$ cat config.mk
export PLATFORM = sky130hd
export DESIGN_NAME = pfm_therm_ctrl
export DESIGN_NICKNAME = d
export VERILOG_FILES = /design/src/rtl/pfm_pkg.sv /design/src/rtl/therm_sense.sv /design/src/rtl/window_cmp.sv /design/src/rtl/freq_step_fsm.sv /design/src/rtl/pfm_therm_ctrl.sv
export SDC_FILE = /design/constraint.sdc
export NUM_CORES = 1
export LEC_CHECK = 0
export CORE_MARGIN = 2
export CORE_UTILIZATION = 45
export DETAILED_ROUTE_END_ITERATION = 8
export MAX_ROUTING_LAYER = met4
export PLACE_DENSITY_LB_ADDON = 0.12
export SLEW_MARGIN = 20
export SYNTH_ARGS = -nofsm -noshare
export SYNTH_HDL_FRONTEND = slang
export SYNTH_SLANG_ARGS = --single-unit
$ cat constraint.sdc
create_clock -name clk -period 4.89 [get_ports clk]
set_clock_uncertainty 0.2 [all_clocks]
set_input_delay 0.978 -clock clk [delete_from_list [all_inputs] [get_ports clk]]
set_output_delay 0.978 -clock clk [all_outputs]
set_load 0.01 [all_outputs]
$ cat src/rtl/pfm_pkg.sv
package pfm_pkg;
    typedef enum logic [1:0] {
        ST_WAIT = 2'd0,
        ST_EVAL = 2'd1,
        ST_UP   = 2'd2,
        ST_DOWN = 2'd3
    } step_state_t;
endpackage

$ cat src/rtl/therm_sense.sv
// Registers the comparator word and encodes it by counting zero bits.
module therm_sense #(
    parameter int TW_BITS = 16,
    parameter int LVL_W   = 4
) (
    input  logic               clk,
    input  logic               rst_n,
    input  logic [TW_BITS-1:0] therm_in,
    output logic [LVL_W-1:0]   level
);
    localparam int CNT_W   = $clog2(TW_BITS + 1);
    localparam int LVL_MAX = (1 << LVL_W) - 1;

    logic [TW_BITS-1:0] word_q;
    logic [CNT_W-1:0]   zeros;
    logic [LVL_W-1:0]   level_d;

    always_ff @(posedge clk) begin
        if (!rst_n) word_q <= '1;
        else        word_q <= therm_in;
    end

    always_comb begin
        zeros = '0;
        for (int i = 0; i < TW_BITS; i++) begin
            zeros = zeros + CNT_W'(!word_q[i]);
        end
        if (int'(zeros) > LVL_MAX) level_d = LVL_W'(LVL_MAX);
        else                       level_d = zeros[LVL_W-1:0];
    end

    always_ff @(posedge clk) begin
        if (!rst_n) level <= '0;
        else        level <= level_d;
    end
endmodule

$ cat src/rtl/window_cmp.sv
// Registered comparison of the level against target +/- WIN_HALF.
module window_cmp #(
    parameter int LVL_W    = 4,
    parameter int WIN_HALF = 1
) (
    input  logic             clk,
    input  logic             rst_n,
    input  logic [LVL_W-1:0] level,
    input  logic [LVL_W-1:0] target_lvl,
    output logic             too_low,
    output logic             too_high
);
    logic low_d, high_d;

    always_comb begin
        low_d  = int'(level) < (int'(target_lvl) - WIN_HALF);
        high_d = int'(level) > (int'(target_lvl) + WIN_HALF);
    end

    always_ff @(posedge clk) begin
        if (!rst_n) begin
            too_low  <= 1'b0;
            too_high <= 1'b0;
        end else begin
            too_low  <= low_d;
            too_high <= high_d;
        end
    end
endmodule

$ cat src/rtl/freq_step_fsm.sv
// Paced stepping of the frequency code.
module freq_step_fsm
    import pfm_pkg::*;
#(
    parameter int CODE_W     = 8,
    parameter int UPDATE_DIV = 8
) (
    input  logic              clk,
    input  logic              rst_n,
    input  logic              too_low,
    input  logic              too_high,
    output logic [CODE_W-1:0] freq_code
);
    localparam int TMR_W = (UPDATE_DIV > 1) ? $clog2(UPDATE_DIV) : 1;
    localparam logic [CODE_W-1:0] CODE_MID = CODE_W'(1 << (CODE_W - 1));
    localparam logic [CODE_W-1:0] CODE_MAX = '1;
    localparam logic [TMR_W-1:0]  TMR_END  = TMR_W'(UPDATE_DIV - 1);

    step_state_t state, state_nx;
    logic [TMR_W-1:0] tmr;

    // state register and interval timer
    always_ff @(posedge clk) begin
        if (!rst_n) begin
            state <= ST_WAIT;
            tmr   <= '0;
        end else begin
            state <= state_nx;
            if (state == ST_WAIT && tmr != TMR_END) tmr <= tmr + 1'b1;
            else                                    tmr <= '0;
        end
    end

    // next-state logic
    always_comb begin
        state_nx = state;
        unique case (state)
            ST_WAIT: if (tmr == TMR_END) state_nx = ST_EVAL;
            ST_EVAL: begin
                if (too_low)       state_nx = ST_UP;
                else if (too_high) state_nx = ST_DOWN;
                else               state_nx = ST_WAIT;
            end
            ST_UP:   state_nx = ST_WAIT;
            ST_DOWN: state_nx = ST_WAIT;
        endcase
    end

    // output register
    always_ff @(posedge clk) begin
        if (!rst_n) begin
            freq_code <= CODE_MID;
        end else begin
            unique case (state)
                ST_UP:   if (freq_code != CODE_MAX) freq_code <= freq_code + 1'b1;
                ST_DOWN: if (freq_code != '0)       freq_code <= freq_code - 1'b1;
                default: freq_code <= freq_code;
            endcase
        end
    end
endmodule

$ cat src/rtl/pfm_therm_ctrl.sv
module pfm_therm_ctrl #(
    parameter int TW_BITS    = 16,
    parameter int CODE_W     = 8,
    parameter int UPDATE_DIV = 8,
    parameter int WIN_HALF   = 1,
    localparam int LVL_W     = $clog2(TW_BITS)
) (
    input  logic               clk,
    input  logic               rst_n,
    input  logic [TW_BITS-1:0] therm_in,
    input  logic [LVL_W-1:0]   target_lvl,
    output logic [LVL_W-1:0]   level,
    output logic [CODE_W-1:0]  freq_code,
    output logic               out_of_win
);
    logic too_low, too_high;

    therm_sense #(.TW_BITS(TW_BITS), .LVL_W(LVL_W)) u_sense (
        .clk(clk), .rst_n(rst_n), .therm_in(therm_in), .level(level)
    );

    window_cmp #(.LVL_W(LVL_W), .WIN_HALF(WIN_HALF)) u_win (
        .clk(clk), .rst_n(rst_n), .level(level), .target_lvl(target_lvl),
        .too_low(too_low), .too_high(too_high)
    );

    freq_step_fsm #(.CODE_W(CODE_W), .UPDATE_DIV(UPDATE_DIV)) u_fsm (
        .clk(clk), .rst_n(rst_n), .too_low(too_low), .too_high(too_high),
        .freq_code(freq_code)
    );

    assign out_of_win = too_low | too_high;
endmodule

# After elaboration in Yosys (flattened, before gate mapping)
# Index checks and enable logic that the tools add are counted.
# Widths: inputs -> output; s select.
# classes
addsub,20
order_cmp,3
eq_ne,9
mux,8
bitwise_logic,1
n_reduce_logical,23
# ops
cell,n
$add 5x1->5,14
$gt 5x32->1,1
$lt 5x32->1,1
$logic_not 1->1,16
$mux 8,2
$pmux 8 s2,1
$add 8x1->8 const B,1
$ne 8x8->1 const B,1
$reduce_bool 8->1,1
$sub 8x1->8 const B,1
$mux 2,3
$pmux 2 s3,1
$add 4x1->5 const B,1
$gt 5x4->1 const B,1
$sub 4x1->5 const B,1
$eq 2x2->1 const B,2
$mux 4,1
$ne 2x1->1 const B,2
$add 3x1->3 const B,1
$eq 3x3->1 const B,1
$ne 3x3->1 const B,1
$reduce_and 3->1,1
$add 1x1->2,1
$eq 2x1->1 const B,1
other kinds (7),7
# totals
reg_bits,35
wordCells,71

# Depth between registers and ports, before layout
# Gate-level depths: netlist (run 1).
# depth
ltp_word,18
depth_mapped,14
ltp_nobuf,14

# By module
# A second synthesis (run 1) with hierarchy kept.
# unflattened
hier_cells,206
area_unflattened_um2,2021.9
# modules_own_cells
mod,n_inst,cells_each,area_each_um2,seq_area_each_um2
therm_sense,1,86,933.4,400.4
freq_step_fsm,1,83,765.7,260.2
window_cmp,1,36,316.6,40.0
pfm_therm_ctrl,1,1,6.3,0.0

# Worst setup path after synthesis (run 1)
# No wires, ideal clock.
# synth_path
path_type,reg-to-reg
startpoint,register u_sense.word_q[0]
endpoint,register u_sense.level[3]
setup_time_ns,0.065
t_arrival_ns,3.615
setup_slack_ns,1.010
stages_incl_launch_ff,14
path_buffers,0
path_cell_list,dfxtp_1 > inv_1 > ha_1 > fa_1 > fa_1 > fa_1 > fa_1 > fa_1 > inv_1 > fa_1 > and2_1 > a31oi_1 > nor2_1 > nor2_1
# synth_between
elab_chain_cells,18
# synth_lines
element,line_no,text
from (decl),therm_sense.sv:14,logic [TW_BITS-1:0] word_q;
from (signal assigned),therm_sense.sv:20,else word_q <= therm_in;
$logic_not 1->1 (*),therm_sense.sv:26,zeros = zeros + CNT_W'(!word_q[i]);
$add 1x1->2 (*),therm_sense.sv:26,
$add 5x1->5 (*) (14 in a row),therm_sense.sv:26,
$gt 5x4->1,therm_sense.sv:28,if (int'(zeros) > LVL_MAX) level_d = LVL_W'(LVL_MAX);
$mux 4 (*),therm_sense.sv:28,
to (signal assigned),therm_sense.sv:34,else level <= level_d;
to (decl),therm_sense.sv:9,output logic [LVL_W-1:0] level
# Every way passes the cells marked *; elsewhere a longest branch is shown, timed or not.
# A chain may end at the register's enable or synchronous reset.

# Final worst setup path (run 1)
# layout_path
startpoint,register u_sense.word_q[0]
endpoint,register u_sense.level[0]
# The elaborated chain is that of the path after synthesis.

==> flow_metrics.env, run 1 <==
export IMPL_synth_area_mm2=0.00209
export IMPL_power_frac_comb=0.304
export IMPL_htreeDepth=2
export IMPL_grt_pass1_vias=1412
export IMPL_synth_edff_count=0
export IMPL_finalSetupViolCount=0
export IMPL_fp_row_count=24
export IMPL_clk_pin_slew_ns=0.07
export IMPL_cap_violations=0
export IMPL_peakVddDrop_uv=215
export IMPL_cts_setup_buffers=0
export IMPL_synthFlopType="dfxtp_1"
export IMPL_gr_usage_all_layers=0.154
export IMPL_vias=1558
export IMPL_die_area_mm2=0.00520
export IMPL_viasPerCell=5.01
export IMPL_drive_gt1_frac=0.0541
export IMPL_io_buffers=34
export IMPL_synth_seq_cells=35
export IMPL_wirelength_um=3480
export IMPL_crit_top_cell="fa_1"
export IMPL_path_cells="inv_1, ha_1, fa_1, fa_1, fa_1, fa_1, fa_1, inv_1, fa_1, nor2b_1, o21ai_0, a21oi_1"
export IMPL_total_power_uw=786
export IMPL_ys_seq_area_frac=0.336
export IMPL_antenna_left=0
export IMPL_timing_hold_ws_ns=0.241
export IMPL_antenna_cells=0
export IMPL_cts_hold_buf=0
export IMPL_switching_power_uw=218
export IMPL_fill_cells=400
export IMPL_start_util=0.473
export IMPL_p_seq_frac=0.414
export IMPL_slowest_delay_ns=0.54
export IMPL_start_kind="register"
export IMPL_route_detailed_drc=0
export IMPL_placed_cells=303
export IMPL_final_util=0.582
export IMPL_slew_headroom=0.471
export IMPL_syn_inst=222
export IMPL_power_density_mw_per_mm2=306
export IMPL_clk_latency_ns=0.28
export IMPL_hold_violations=0
export IMPL_slew_violations=0
export IMPL_cts_buffers=5
export IMPL_timing_fmax_mhz=250
export IMPL_regArea_um2=701
export IMPL_cp_max_fo=3
export IMPL_cts_buffer_depth=2
export IMPL_finalNonFillerCells=311
export IMPL_fin_tns_setup_ns=0
export IMPL_tightestPinTransition_ns=0.791
export IMPL_p_sw_frac=0.277
export IMPL_grt_max_degree=23
export IMPL_cts_resized=0
export IMPL_synth_distinct_cells=39
export IMPL_async_reset_ff_frac=0
export IMPL_dp_hpwl_um=2760
export IMPL_fin_nets=313
export IMPL_cts_num_sinks=35
export IMPL_crit_type="register to register"
export IMPL_grt_overflow=0
export IMPL_dr_pass1_iters=4
export IMPL_run_status="complete, no violations"
export IMPL_grt_pass1_wl_um=6070
export IMPL_clkPwrFrac=0.282
export IMPL_antenna_found_initial=0
export IMPL_post_drt_wl_per_cell_um=11.2
export IMPL_gp_congestion=0.751
export IMPL_cts_tree="built"
export IMPL_end_kind="register"
export IMPL_hp_class="register to register"
export IMPL_internal_power_uw=568
export IMPL_cp_arrival_ns=3.95
export IMPL_die_width_um=72.1
export IMPL_die_h_um=72.1
export IMPL_areaGrowthSynthToFinish_pct=22.9
export IMPL_fin_crit_sh=0.817
export IMPL_layout_commonest_cell="inv_1"
export IMPL_p_leak_nw=1.18
export IMPL_grt_setup_unrepaired="no"
export IMPL_critPathRequiredTime_ns=4.84
export IMPL_root_buffer="clkbuf_8"
export IMPL_syn_num_nets=277
export IMPL_core_area_mm2=0.00441
export IMPL_cpMaxStageDelayCell="fa_1"
export IMPL_ios=35
export IMPL_drtIter0Drc=40
export IMPL_multi_input_area_mm2=0.00123
export IMPL_final_cell_mix="inv_1 (36), dfxtp_1 (35), clkdlybuf4s50_1 (34), ha_1 (22), nand2b_1 (20)"
export IMPL_syn_area_per_cell_um2=9.41
export IMPL_fin_crit_ns=4.00
export IMPL_synth_warnings=0
-- final timing paths --
path / from / end / slack [ns] / cells after the start
max: u_sense.word_q[0]$_SDFF_PN1_ / u_sense.level[0]$_SDFF_PN0_ / 0.89 / 12
min: u_fsm.tmr[0]$_SDFF_PN0_ / u_fsm.tmr[0]$_SDFF_PN0_ / 0.24 / 1
max reg2reg: u_sense.word_q[0]$_SDFF_PN1_ / u_sense.level[0]$_SDFF_PN0_ / 0.89 / 12
min reg2reg: u_fsm.tmr[0]$_SDFF_PN0_ / u_fsm.tmr[0]$_SDFF_PN0_ / 0.24 / 1
-- area by class of cell --
cell class,count,area share
flip-flops and latches,35,0.273
clock buffers,8,0.0390
repair buffers,34,0.133
multi-input cells,146,0.478
well taps,52,0.0253
inverters,36,0.0526
-- synthesized netlist by cell type (2+ instances only) --
| library cell | instances | share of area |
|---|---|---|
| fa_1 | 11 | 0.11 |
| nor2_1 | 13 | 0.023 |
| nor2b_1 | 5 | 0.015 |
| nand2_1 | 6 | 0.011 |
| nand3_1 | 5 | 0.012 |
| dfxtp_1 | 35 | 0.34 |
| nor4_1 | 2 | 0.0060 |
| o21a_1 | 4 | 0.014 |
| inv_1 | 36 | 0.065 |
| nand3b_1 | 2 | 0.0072 |
| o211ai_1 | 3 | 0.011 |
| o21ai_0 | 3 | 0.0072 |
| or4b_1 | 2 | 0.0096 |
| clkbuf_1 | 4 | 0.0072 |
| and2_1 | 3 | 0.0090 |
| a21oi_1 | 12 | 0.029 |
| mux2i_1 | 4 | 0.019 |
| a211oi_1 | 2 | 0.0072 |
| xnor2_1 | 7 | 0.029 |
| nand2b_1 | 20 | 0.060 |
| ha_1 | 22 | 0.13 |
| nand4_1 | 2 | 0.0060 |
| nor3_1 | 3 | 0.0072 |
-- kinds of logic (layout without fill, tap and decap cells) --
logic type | count (synthesis) | in the layout | share of synthesized area
buffers and inverters | 41 | 78 | 0.0773
adder cells (fa/ha/maj) | 33 | 33 | 0.237
AND/OR/NAND/NOR | 68 | 68 | 0.188
multiplexers | 5 | 5 | 0.0264
flip-flops | 35 | 35 | 0.336
XOR/XNOR | 8 | 8 | 0.0336
AO/OA/AOI/OAI | 32 | 32 | 0.102
-- worst max-delay path, delay by kind of cell, from the launching register on --
family                     cells  cell delay, ns
buffers and inverters          2            0.13
DFF                            1            0.31
adders and majority gates      7            2.87
and+or+nand+nor                1            0.06
AOI/OAI and AO/OA              2            0.30
-- state kept, by name, summed over array words and instances, names as in the netlist --
register	cells
u_sense.level	4
u_sense.word_q	16
u_win.too_low	1
u_fsm.state	2
u_fsm.freq_code	8
u_win.too_high	1
u_fsm.tmr	3
-- power by group through the flow --
| stage | combinational [mW] | sequential (mW) | clock, mW |
|---|---|---|---|
| CTS | 0.245 | 0.326 | 0.229 |
| floorplan | 0.156 | 0.335 | 0 |
| global placement | 0.237 | 0.332 | 0 |
| global route | 0.278 | 0.330 | 0.238 |
| finish | 0.239 | 0.326 | 0.222 |
| detailed placement | 0.244 | 0.333 | 0 |
-- metal layers --
layer | vias up | share of wire | GRT usage
li1 | 806 | - | -
met1 | 707 | 0.50 | 0.200
met2 | 40 | 0.43 | 0.232
met3 | 5 | 0.059 | 0.0417
met4 | 0 | 0.011 | 0.0503
met5 | - | 0 | -
-- per-stage QoR --
stage	setup slack [ns]	cell area [um^2]
floorplan	1.01	2090
global placement	0.919	2470
detailed placement	0.863	2470
CTS	0.865	2570
global route	0.601	2570
finish	0.894	2570
(Power assumes the default switching activity.)
==> inputs of run 2 (changes only) <==
Clock period 4.89 ns to 3.2 ns, I/O delays scaled along.
==> flow_metrics.env, run 2 (synthesis gave the netlist of run 1 again) <==
export IMPL_top_regs="u_sense.word_q: 16 flops, u_fsm.freq_code: 8 flops, u_sense.level: 4 flops"
export IMPL_gr_usage_all_layers=0.155
export IMPL_ios=35
export IMPL_grt_max_degree=23
export IMPL_fin_nets=317
export IMPL_route_detailed_drc=0
export IMPL_cap_violations=0
export IMPL_clk_latency_ns=0.28
export IMPL_hp_class="register to register"
export IMPL_clk_pin_slew_ns=0.06
export IMPL_reg2reg_to="u_sense.level[3]$_SDFF_PN0_"
export IMPL_antenna_cells=0
export IMPL_hp_start="u_fsm.tmr[0]$_SDFF_PN0_"
export IMPL_top_layer="met4"
export IMPL_hold_path_endpoint="u_fsm.tmr[0]$_SDFF_PN0_"
export IMPL_start_util=0.473
export IMPL_grt_pass1_vias=1380
export IMPL_crit_type="register to register"
export IMPL_dr_pass1_iters=4
export IMPL_peakVddDrop_uv=327
export IMPL_fill_cells=408
export IMPL_end_kind="register"
export IMPL_cp_max_fo=3
export IMPL_start_kind="register"
export IMPL_gp_congestion=0.775
export IMPL_root_buffer="clkbuf_8"
export IMPL_grt_overflow=0
export IMPL_htreeDepth=2
export IMPL_drtIter0Drc=55
export IMPL_cts_tree="built"
export IMPL_holdPathStages=1
export IMPL_reg2regPathDepth=13
export IMPL_areaGrowthSynthToFinish_pct=25.7
export IMPL_grt_setup_unrepaired="yes"
export IMPL_antenna_left=0
export IMPL_cts_hold_buf=0
export IMPL_layout_setup_ws_ns=-0.656
export IMPL_core_area_mm2=0.00441
export IMPL_die_area_mm2=0.00520
export IMPL_final_cell_mix="clkdlybuf4s50_1 (34), dfxtp_1 (34), inv_1 (33), ha_1 (21), nand2b_1 (20)"
export IMPL_r2r_setup_slack_ns=-0.66
export IMPL_slew_violations=0
export IMPL_timing_rr_start="u_sense.word_q[0]$_SDFF_PN1_"
export IMPL_violations="negative setup slack"
export IMPL_fp_row_count=24
export IMPL_wl_met3_um=183
export IMPL_die_h_um=72.1
export IMPL_cts_num_sinks=35
export IMPL_fin_tns_setup_ns=-2.40
export IMPL_cts_buffer_depth=2
export IMPL_die_width_um=72.1
export IMPL_dp_hpwl_um=2680
export IMPL_slew_headroom=0.702
export IMPL_fin_crit_ns=3.86
export IMPL_p_leak_nw=1.19
export IMPL_postPlaceCellArea_mm2=0.00249
export IMPL_cts_buffers=5
export IMPL_timing_fmax_mhz=259
export IMPL_antenna_found_initial=0
export IMPL_vias=1500
export IMPL_power_density_mw_per_mm2=470
export IMPL_grt_pass1_wl_um=6040
export IMPL_tightestPinTransition_ns=0.446
export IMPL_run_status="finished with violations"
export IMPL_total_power_mw=1.23
export IMPL_finalSetupViolCount=4
export IMPL_multi_input_area_mm2=0.00126
export IMPL_cp_arrival_ns=3.88
export IMPL_drive_gt1_frac=0.111
export IMPL_hold_violations=0
export IMPL_largest_reg_flops=16
export IMPL_final_area_mm2=0.00263
export IMPL_wl_met1_um=1790
export IMPL_largest_register="u_sense.word_q"
export IMPL_viasPerCell=4.78
export IMPL_critPathRequiredTime_ns=3.22
export IMPL_met2_length_um=1480
export IMPL_io_buffers=34
export IMPL_wirelength_um=3520
export IMPL_regArea_um2=702
export IMPL_fin_crit_sh=1.20
export IMPL_post_drt_wl_per_cell_um=11.2
[run 2: final cells by class]
cell class,instances,area share
well taps,52,0.0248
clock inverters,1,0.00191
inverters,36,0.0515
multi-input cells,146,0.482
flip-flops and latches,35,0.267
repair buffers,38,0.141
clock buffers,6,0.0315
[run 2: report_power, final]
part / internal, mW / switching, mW / leakage (nW)
registers: 0.476 / 0.0219 / 0.289
clock network: 0.169 / 0.144 / 0.0470
logic: 0.233 / 0.188 / 0.852
total: 0.878 / 0.355 / 1.19
[run 2: worst max path at each step]
stage | start | end | slack [ns] | cells after the start
finish | u_sense.word_q[0]$_SDFF_PN1_ | u_sense.level[3]$_SDFF_PN0_ | -0.66 | 13
global route | u_sense.word_q[0]$_SDFF_PN1_ | u_sense.level[3]$_SDFF_PN0_ | -0.77 | 13
CTS | u_sense.word_q[0]$_SDFF_PN1_ | u_sense.level[3]$_SDFF_PN0_ | -0.65 | 13
detailed placement | u_sense.word_q[0]$_SDFF_PN1_ | u_sense.level[3]$_SDFF_PN0_ | -0.65 | 13
global placement | u_sense.word_q[0]$_SDFF_PN1_ | u_sense.level[3]$_SDFF_PN0_ | -0.56 | 13
floorplan | u_sense.word_q[0]$_SDFF_PN1_ | u_sense.level[3]$_SDFF_PN0_ | -0.50 | 13
[run 2: per-layer routing]
layer  GRT usage  vias up
li1            -      812
met1       0.211      649
met2       0.212       34
met3      0.0486        5
met4      0.0629        0
met5           -        -
[run 2: stage by stage]
step | utilization | hold slack (ns) | worst slack (ns) | std cells
CTS | 0.585 | 0.232 | -0.651 | 313
global placement | 0.565 | 0.230 | -0.560 | 306
floorplan | - | 0.207 | -0.499 | 222
detailed placement | 0.565 | 0.223 | -0.651 | 306
finish | 0.595 | 0.228 | -0.656 | 314
global route | 0.595 | 0.257 | -0.768 | 314
[run 2: timing repair]
action                     in CTS  in global routing
pin swaps                       0                  2
gates resized for setup         0                  9
setup buffers                   0                  1
setup endpoints to repair       4                  4
gates cloned                    0                  0
[run 2: critical path: stages, from the launching register on]
cell and delay [ns]:
dfxtp_2 0.32, inv_2 0.04, ha_4 0.22, fa_1 0.46
fa_1 0.52, fa_1 0.44, fa_1 0.53, fa_2 0.22
inv_2 0.04, fa_2 0.36, and2_1 0.15, a31oi_1 0.15
nor2_1 0.06, nor2_1 0.08
